### config.mk
export PLATFORM = sky130hd
export DESIGN_NAME = pllscan_reconfig
export DESIGN_NICKNAME = d
export VERILOG_FILES = /design/src/rtl/pllscan_pkg.sv /design/src/rtl/pllscan_rst_sync.sv /design/src/rtl/pllscan_ctrl.sv /design/src/rtl/pllscan_chain_model.sv /design/src/rtl/pllscan_reconfig.sv
export SDC_FILE = /design/constraint.sdc
export NUM_CORES = 1
export LEC_CHECK = 0
export ABC_CLOCK_PERIOD_IN_PS = 13400
export BUFFER_PORTS_ARGS = -buffer_cell sky130_fd_sc_hd__buf_2
export CAP_MARGIN = 20
export CELL_PAD_IN_SITES_DETAIL_PLACEMENT = 1
export CELL_PAD_IN_SITES_GLOBAL_PLACEMENT = 2
export CORE_ASPECT_RATIO = 0.7
export CORE_UTILIZATION = 35
export DETAILED_ROUTE_END_ITERATION = 12
export PLACE_DENSITY_LB_ADDON = 0.1
export RECOVER_POWER = 50
export SKIP_CTS_REPAIR_TIMING = 1
export SLEW_MARGIN = 10
export SYNTH_ARGS = -nofsm -noshare
export SYNTH_HDL_FRONTEND = slang
export SYNTH_SLANG_ARGS = --single-unit
### constraint.sdc
create_clock -name clk -period 13.4 [get_ports clk]
set_input_delay 0.67 -clock clk [delete_from_list [all_inputs] [get_ports clk]]
set_output_delay 0.67 -clock clk [all_outputs]
set_load 0.005 [all_outputs]
### src/rtl/pllscan_pkg.sv
package pllscan_pkg;

  typedef enum logic [1:0] {
    ST_IDLE   = 2'd0,
    ST_SHIFT  = 2'd1,
    ST_UPDATE = 2'd2,
    ST_WAIT   = 2'd3
  } scan_state_e;

  // Chain length from field widths: three loop codes plus counters with two halves each.
  function automatic int chain_bits(input int half_w, input int num_post,
                                    input int r_w, input int c_w, input int cp_w);
    return r_w + c_w + cp_w + (2 + num_post) * 2 * half_w;
  endfunction

endpackage

### src/rtl/pllscan_rst_sync.sv
module pllscan_rst_sync #(
  parameter int STAGES = 2
) (
  input  logic clk,
  input  logic rst_n_async,
  output logic rst_n_sync
);

  logic [STAGES-1:0] sync_q;

  always_ff @(posedge clk or negedge rst_n_async) begin
    if (!rst_n_async) begin
      sync_q <= '0;
    end else begin
      sync_q <= {sync_q[STAGES-2:0], 1'b1};
    end
  end

  assign rst_n_sync = sync_q[STAGES-1];

endmodule

### src/rtl/pllscan_ctrl.sv
module pllscan_ctrl
  import pllscan_pkg::*;
#(
  parameter int CHAIN_LEN = 135,
  parameter int SCAN_DIV  = 2
) (
  input  logic                 clk,
  input  logic                 rst_n,
  input  logic                 start,
  input  logic [CHAIN_LEN-1:0] cfg_in,
  input  logic                 scan_done,
  output logic                 busy,
  output logic                 done,
  output logic                 scan_step,
  output logic                 scan_ena,
  output logic                 scan_data,
  output logic                 cfg_update
);

  localparam int CNT_W = $clog2(CHAIN_LEN + 1);
  localparam int DIV_W = (SCAN_DIV > 1) ? $clog2(SCAN_DIV) : 1;

  logic tick;

  // Scan-step enable: a divider when SCAN_DIV > 1, otherwise every clock.
  generate
    if (SCAN_DIV > 1) begin : g_div
      logic [DIV_W-1:0] div_q, div_d;
      logic             div_wrap;
      assign div_wrap = (div_q == DIV_W'(SCAN_DIV - 1));
      always_comb begin
        div_d = div_wrap ? '0 : div_q + 1'b1;
      end
      always_ff @(posedge clk or negedge rst_n) begin
        if (!rst_n) begin
          div_q <= '0;
        end else begin
          div_q <= div_d;
        end
      end
      assign tick = div_wrap;
    end else begin : g_nodiv
      assign tick = 1'b1;
    end
  endgenerate

  scan_state_e          state_q, state_d;
  logic [CHAIN_LEN-1:0] stage_q, stage_d;
  logic [CNT_W-1:0]     cnt_q, cnt_d;
  logic                 done_c;

  always_comb begin
    state_d = state_q;
    stage_d = stage_q;
    cnt_d   = cnt_q;
    done_c  = 1'b0;
    unique case (state_q)
      ST_IDLE: begin
        if (start) begin
          stage_d = cfg_in;
          cnt_d   = CNT_W'(CHAIN_LEN - 1);
          state_d = ST_SHIFT;
        end
      end
      ST_SHIFT: begin
        if (tick) begin
          stage_d = {1'b0, stage_q[CHAIN_LEN-1:1]};
          cnt_d   = cnt_q - 1'b1;
          if (cnt_q == '0) begin
            state_d = ST_UPDATE;
          end
        end
      end
      ST_UPDATE: begin
        if (tick) begin
          state_d = ST_WAIT;
        end
      end
      ST_WAIT: begin
        if (tick && scan_done) begin
          state_d = ST_IDLE;
          done_c  = 1'b1;
        end
      end
      default: state_d = ST_IDLE;
    endcase
  end

  always_ff @(posedge clk or negedge rst_n) begin
    if (!rst_n) begin
      state_q <= ST_IDLE;
      stage_q <= '0;
      cnt_q   <= '0;
    end else begin
      state_q <= state_d;
      stage_q <= stage_d;
      cnt_q   <= cnt_d;
    end
  end

  assign busy       = (state_q != ST_IDLE);
  assign done       = done_c;
  assign scan_step  = tick;
  assign scan_ena   = (state_q == ST_SHIFT);
  assign scan_data  = stage_q[0];
  assign cfg_update = (state_q == ST_UPDATE);

  // commit strobe never overlaps shifting.
  a_r5_no_overlap: assert property (@(posedge clk) disable iff (!rst_n)
    !(scan_ena && cfg_update));

  // commit strobe holds until the scan step completes.
  a_r5_hold_step: assert property (@(posedge clk) disable iff (!rst_n)
    (cfg_update && !scan_step) |=> cfg_update);

  // commit follows the shift phase directly.
  a_r5_after_shift: assert property (@(posedge clk) disable iff (!rst_n)
    $rose(cfg_update) |-> $past(scan_ena));

  // busy drops right after done.
  a_r6_busy_drop: assert property (@(posedge clk) disable iff (!rst_n)
    done |=> !busy);

  // once busy, nothing but done ends the sequence.
  a_r7_busy_hold: assert property (@(posedge clk) disable iff (!rst_n)
    (busy && !done) |=> busy);

endmodule

### src/rtl/pllscan_chain_model.sv
module pllscan_chain_model #(
  parameter int CHAIN_LEN = 135
) (
  input  logic                 clk,
  input  logic                 rst_n,
  input  logic                 step,
  input  logic                 shift_en,
  input  logic                 sin,
  input  logic                 update,
  output logic                 sout,
  output logic [CHAIN_LEN-1:0] live,
  output logic                 done_o
);

  logic [CHAIN_LEN-1:0] scan_q, scan_d;
  logic [CHAIN_LEN-1:0] live_q, live_d;
  logic                 done_q, done_d;

  always_comb begin
    scan_d = scan_q;
    live_d = live_q;
    done_d = done_q;
    if (step) begin
      if (shift_en) begin
        scan_d = {sin, scan_q[CHAIN_LEN-1:1]};
      end
      if (update) begin
        live_d = scan_q;
      end
      done_d = update;
    end
  end

  always_ff @(posedge clk or negedge rst_n) begin
    if (!rst_n) begin
      scan_q <= '0;
      live_q <= '0;
      done_q <= 1'b0;
    end else begin
      scan_q <= scan_d;
      live_q <= live_d;
      done_q <= done_d;
    end
  end

  assign sout   = scan_q[0];
  assign live   = live_q;
  assign done_o = done_q;

  // live bits are frozen while shifting.
  a_r4_live_frozen: assert property (@(posedge clk) disable iff (!rst_n)
    shift_en |=> $stable(live_q));

  // the shift copy moves only on an enabled step.
  a_r3_shift_gated: assert property (@(posedge clk) disable iff (!rst_n)
    !(step && shift_en) |=> $stable(scan_q));

  // completion is reported only after a commit.
  a_r6_done_src: assert property (@(posedge clk) disable iff (!rst_n)
    $rose(done_q) |-> $past(update));

endmodule

### src/rtl/pllscan_reconfig.sv
module pllscan_reconfig
  import pllscan_pkg::*;
#(
  parameter  int DIV_HALF_W = 9,
  parameter  int NUM_POST   = 5,
  parameter  int LF_R_W     = 3,
  parameter  int LF_C_W     = 3,
  parameter  int CP_W       = 3,
  parameter  int SCAN_DIV   = 2,
  localparam int CHAIN_LEN  = chain_bits(DIV_HALF_W, NUM_POST, LF_R_W, LF_C_W, CP_W)
) (
  input  logic                 clk,
  input  logic                 rst_n,
  input  logic                 start,
  input  logic [CHAIN_LEN-1:0] cfg_in,
  output logic                 busy,
  output logic                 done,
  output logic                 scan_step,
  output logic                 scan_ena,
  output logic                 scan_data,
  output logic                 cfg_update,
  output logic                 scan_data_out,
  output logic [CHAIN_LEN-1:0] live_cfg
);

  logic rst_n_int;
  logic chain_done;

  pllscan_rst_sync #(.STAGES(2)) u_rst (
    .clk         (clk),
    .rst_n_async (rst_n),
    .rst_n_sync  (rst_n_int)
  );

  pllscan_ctrl #(
    .CHAIN_LEN (CHAIN_LEN),
    .SCAN_DIV  (SCAN_DIV)
  ) u_ctrl (
    .clk        (clk),
    .rst_n      (rst_n_int),
    .start      (start),
    .cfg_in     (cfg_in),
    .scan_done  (chain_done),
    .busy       (busy),
    .done       (done),
    .scan_step  (scan_step),
    .scan_ena   (scan_ena),
    .scan_data  (scan_data),
    .cfg_update (cfg_update)
  );

  pllscan_chain_model #(.CHAIN_LEN(CHAIN_LEN)) u_chain (
    .clk      (clk),
    .rst_n    (rst_n_int),
    .step     (scan_step),
    .shift_en (scan_ena),
    .sin      (scan_data),
    .update   (cfg_update),
    .sout     (scan_data_out),
    .live     (live_cfg),
    .done_o   (chain_done)
  );

endmodule

# Word-level counts from Yosys, hierarchy flattened
# Cells that the tools add are included.
[classes] n_addsub=2 n_eq_ne=8 mux=15 n_reduce_logical=9
[ops] op="$mux 135" count=2
[ops] op="$pmux 135 s2" count=1
[ops] op="$mux 8" count=2
[ops] op="$pmux 8 s2" count=1
[ops] op="$mux 2" count=5
[ops] op="$logic_not 8->1" count=1
[ops] op="$pmux 2 s4" count=1
[ops] op="$sub 8x1->8 const B" count=1
[ops] op="$ne 2x1->1 const B" count=3
[ops] op="$reduce_and 5->1" count=1
[ops] op="$eq 2x2->1 const B" count=2
[ops] op="$ne 2x2->1 const B" count=2
[ops] op="$reduce_and 2->1" count=2
[ops] op="$reduce_bool 2->1" count=2
[ops] op="$mux 1" count=3
[ops] op="$reduce_and 3->1" count=1
[ops] op="$eq 2x1->1 const B" count=1
[ops] op="$logic_not 2->1" count=1
[ops] op="$add 1x1->1 const B" count=1
[ops] op="$logic_and 1x1->1" count=1
[word_totals] register_bits=419 in_bits=138 wordCells=42

# Longest topological paths before layout
[logic_depth] ltp_word=4 ltp_mapped=10 mapped_depth_nobuf=6

# Cells and area by module
# Synthesis repeated with hierarchy kept, for this count alone.
[unflattened] cells_unflattened=1233 area_unflattened_um2=16905.0
[modules_own_cells] mod="pllscan_chain_model" n_inst=1 cells_each=573 area_per_inst_um2=9990.8 seq_area_each_um2=6781.5
[modules_own_cells] mod="pllscan_ctrl" n_inst=1 cells_each=657 area_per_inst_um2=6860.3 seq_area_each_um2=3653.5
[modules_own_cells] mod="pllscan_rst_sync" n_inst=1 cells_each=3 area_per_inst_um2=53.8 seq_area_each_um2=50.0

# Worst setup path before layout
# No wires, ideal clock.
[synth_path] path_kind="reg2reg" from="register u_ctrl.state_q[0]" to="register u_chain.scan_q[100]" setup_ps=125 arrival_ps=1666 required_ps=13275 slack_ps=11610 path_stages_with_launch=8 n_path_buf=4 path_cell_list="dfrtp_1 -> ha_1 -> buf_4 -> nand2_1 -> buf_2 -> buf_4 -> buf_6 -> mux2_2"
[synth_between] elab_chain_len=2
[synth_rtl] item="start: declaration" line_no="pllscan_ctrl.sv:47" rtl="scan_state_e state_q, state_d;"
[synth_rtl] item="start signal: assignment" line_no="pllscan_ctrl.sv:95" rtl="state_q <= state_d;"
[synth_rtl] item="$eq 2x1->1" line_no="pllscan_ctrl.sv:104" rtl="assign scan_ena = (state_q == ST_SHIFT);"
[synth_rtl] item="net scan_ena" line_no="pllscan_reconfig.sv:19" rtl="output logic scan_ena,"
[synth_rtl] item="$reduce_and 2->1 (no line)"
[synth_rtl] item="end signal: assignment" line_no="pllscan_chain_model.sv:40" rtl="scan_q <= scan_d;"
[synth_rtl] item="end: declaration" line_no="pllscan_chain_model.sv:15" rtl="logic [CHAIN_LEN-1:0] scan_q, scan_d;"
# The timed path passes the listed nets, and every way through them passes these cells.
# A chain may end at the register's enable or synchronous reset.

# Worst setup path in the final report
[layout_path] from="register u_ctrl.state_q[1]" to="register u_ctrl.stage_q[25]"
[layout_between] elab_chain_len=3 elab_cells_between_ends=7 classes_between="eq/ne (3); mux (1); reduce/logical (3)"
[layout_rtl] item="$eq 2x1->1 or $logic_not 2->1 (tied branches)" line_no="pllscan_ctrl.sv:57" rtl="unique case (state_q)"
[layout_rtl] item="$ne 2x1->1 (no line), or another cell as far along"
[layout_rtl] item="$reduce_and 3->1 (no line)"
[layout_rtl] item="end signal: assignment" line_no="pllscan_ctrl.sv:96" rtl="stage_q <= stage_d;"
[layout_rtl] item="end: declaration" line_no="pllscan_ctrl.sv:48" rtl="logic [CHAIN_LEN-1:0] stage_q, stage_d;"
# Several ways; a longest one is shown, not always the timed one.

==> impl_metrics.yaml <==
routing:
  num_vias: 10242
  drt_iter0_drc: 411
  wire_per_inst_um: 17.11
  ant_nets: 0
  drc: 0
  routed_wl_um: 37610
  first_pass_iters: 4
  drt-vias-per-instance: 4.660
synthesis:
  netlist.area_leader.share: 0.6174
  synth-main-ff-cell: "dfrtp_1"
  synth_edf_count: 0
  synth_async_sr_flop_share: 1.000
  synthTopCellsByCount: "dfrtp_1, mux2_2, nand2_1, mux2i_1, o21ai_0"
  synth_cell_types: 45
  synth_seq_area_share: 0.6174
  synth_area_um2: 16980
  syn_avg_cell_area_um2: 13.66
  yosysMostFrequentCell: "dfrtp_1"
  ys_ff_latch: 419
  syn_nets: 1387
  synth_warnings: 0
  netlist_instances: 1243
  synth_area_leaders: "dfrtp_1, mux2_2, mux2i_1"
  yosys.area.top_type: "dfrtp_1"
pwr:
  p_sw_uw: 566.0
  clock_power_share: 0.475
  p_int_mw: 2.051
  powerDensity_nw_per_um2: 129.1
  netSwitchingFraction: 0.2163
  p_leak_nw: 11.02
  irDropWorstVdd_v: 0.00008257
  power.share.sequential: 0.497
  comb_power_share: 0.028
floorplan:
  start_util: 0.3548
  die_w_um: 265.3
  die_area_um2: 49420
  die_y_um: 186.3
  rows: 67
  core_um2: 47870
  io_pins: 280
critical_path:
  critPathLaunchType: "flop"
  crit_arrival_ps: 7970
  critPathKind: "reg -> reg"
  cp_max_fo: 116
  rr_worst_depth: 8
  required_ps: 13770
  r2r-end: "u_ctrl.stage_q[25]$_DFFE_PN0P_"
  crit_start: "u_ctrl.state_q[1]$_DFFE_PN0P_"
  rr_startpoint: "u_ctrl.state_q[1]$_DFFE_PN0P_"
  cp-endpoint: "u_ctrl.stage_q[25]$_DFFE_PN0P_"
  r2r_setup_slack_ps: 5800
  cp-end-kind: "flop"
clock_tree:
  clock_sinks: 419
  cts_made_buffers: 46
  cts_max_path_buffers: 3
  h-tree-depth: 2
  clkTransAtPathRegs_ps: 60
  cts_tree: "built"
  root_buffer: "clkbuf_16"
  clkLatencyLatePin_ps: 560
run_status:
  status: "finished, violations left"
  violations: "max-capacitance violations, max-slew violations"
layout:
  layout.nets: 1649
  area_growth_pct: 19.35
  nFillCells: 5007
  drive_gt1_frac: 0.3541
  final_cell_area_um2: 20270
sta:
  report.final.slew_viol_count: 302
  tightest_slew_ps: 3735
  hold-worst-slack_ps: 347.9
  final-setup-viol-count: 0
  fin_skew_ps: 19.36
  slew_headroom: -1.490
  fmax_mhz: 131.6
  fin_setup_tns_ps: 0
  fin_crit_ps: 7597
  hold_viol: 0
  timing.final.crit_share: 0.5669
  grt_setup_unrepaired: "no"
global_route:
  first_global_vias: 10919
  grt_util_all_layers: 0.1573
  antenna_found_initial: 5
  grt_pass1_wl_um: 62650
  grt_remaining_overflow: 0
  grt_max_degree: 168
place:
  hpwlAfterDp_um: 24100
  place.gp.congestion: 0.7037
  place_area_um2: 18880
  io_buffers: 279
worst_hold_path:
  hp-class: "reg -> reg"
job:
  max_cap_violations: 5
-- logic make-up after synthesis --
group                    synth area share
multiplexers                       0.2587
AND/OR/NAND/NOR                   0.04089
adder cells (fa/ha/maj)          0.004420
other                           0.0002208
AO/OA/AOI/OAI                     0.04973
buffers and inverters             0.02873
flip-flops                         0.6174
-- how the worst min path moves through the flow --
stage                               from  cells after the start                         to
3_5_place_dp   u_rst.sync_q[0]$_DFF_PN0_                      0  u_rst.sync_q[1]$_DFF_PN0_
2_1_floorplan  u_rst.sync_q[0]$_DFF_PN0_                      0  u_rst.sync_q[1]$_DFF_PN0_
4_1_cts                            rst_n                      1  u_rst.sync_q[1]$_DFF_PN0_
6_report       u_rst.sync_q[0]$_DFF_PN0_                      0  u_rst.sync_q[1]$_DFF_PN0_
5_1_grt        u_rst.sync_q[0]$_DFF_PN0_                      0  u_rst.sync_q[1]$_DFF_PN0_
3_3_place_gp   u_rst.sync_q[0]$_DFF_PN0_                      0  u_rst.sync_q[1]$_DFF_PN0_
-- final cells by class --
class	instances	area [µm²]	area share
well taps	655	819.5	0.04043
repair buffers	291	1403	0.06920
flip-flops and latches	419	10490	0.5173
clock inverters	10	72.57	0.003580
multi-input cells	737	6012	0.2966
inverters	10	37.54	0.001852
clock buffers	72	1430	0.07056
diodes	4	10.01	0.0004938
-- through the flow --
stage               std cells    util  total power [mW]  setup slack (ps)
floorplan                1243       -             1.360             857.2
global placement         2110  0.3944             1.397              9066
detailed placement       2110  0.3944             1.400              8890
CTS                      2192  0.4258             2.674              8894
global route             2197  0.4234             2.743              4807
finish                   2198  0.4235             2.617              5803
-- sequential cells by signal, indices dropped and copies added (netlist names) --
| name | cells |
|---|---|
| u_chain.scan_q | 135 |
| u_chain.done_o | 1 |
| u_rst.sync_q | 2 |
| u_ctrl.scan_step | 1 |
| u_ctrl.cnt_q | 8 |
| u_chain.live | 135 |
| u_ctrl.state_q | 2 |
| u_ctrl.stage_q | 135 |
-- power by group through the flow --
stage | sequential [mW] | combinational (mW) | clock [mW]
6_report | 1.30 | 0.0729 | 1.24
5_1_grt | 1.30 | 0.0862 | 1.35
4_1_cts | 1.30 | 0.0753 | 1.30
3_5_place_dp | 1.32 | 0.0749 | 0
3_3_place_gp | 1.32 | 0.0725 | 0
2_1_floorplan | 1.34 | 0.0237 | 0
-- per-layer routing --
layer | wire length, µm | GRT usage | up-vias
li1 | - | - | 4870
met1 | 17900 | 0.2217 | 5153
met2 | 17020 | 0.2405 | 159
met3 | 1758 | 0.03853 | 58
met4 | 915 | 0.04424 | 2
met5 | 13 | 0 | -
-- cells in the final DEF, fill, tap and decap left out, types with 3 or more instances in the layout --
cell type and count:
dfrtp_1 419, mux2_2 270, buf_2 187, nand2_1 147
mux2i_1 134, o21ai_0 114, clkbuf_1 102, clkbuf_16 47
o21ai_1 24, clkbuf_8 16, inv_1 10, buf_4 8
clkinv_2 7, ha_1 6, nor2_1 5, diode_2 4
nand2b_1 3
-- worst max-delay path, cell delays in order, from the launching register on --
cell and delay, ps:
dfrtp_1 400, inv_1 90, ha_1 2160, nand2_1 2460
a21o_4 960, buf_4 450, buf_4 550, nand2_1 170
o21ai_0 110
No activity file was read; power rests on OpenSTA's default activity.
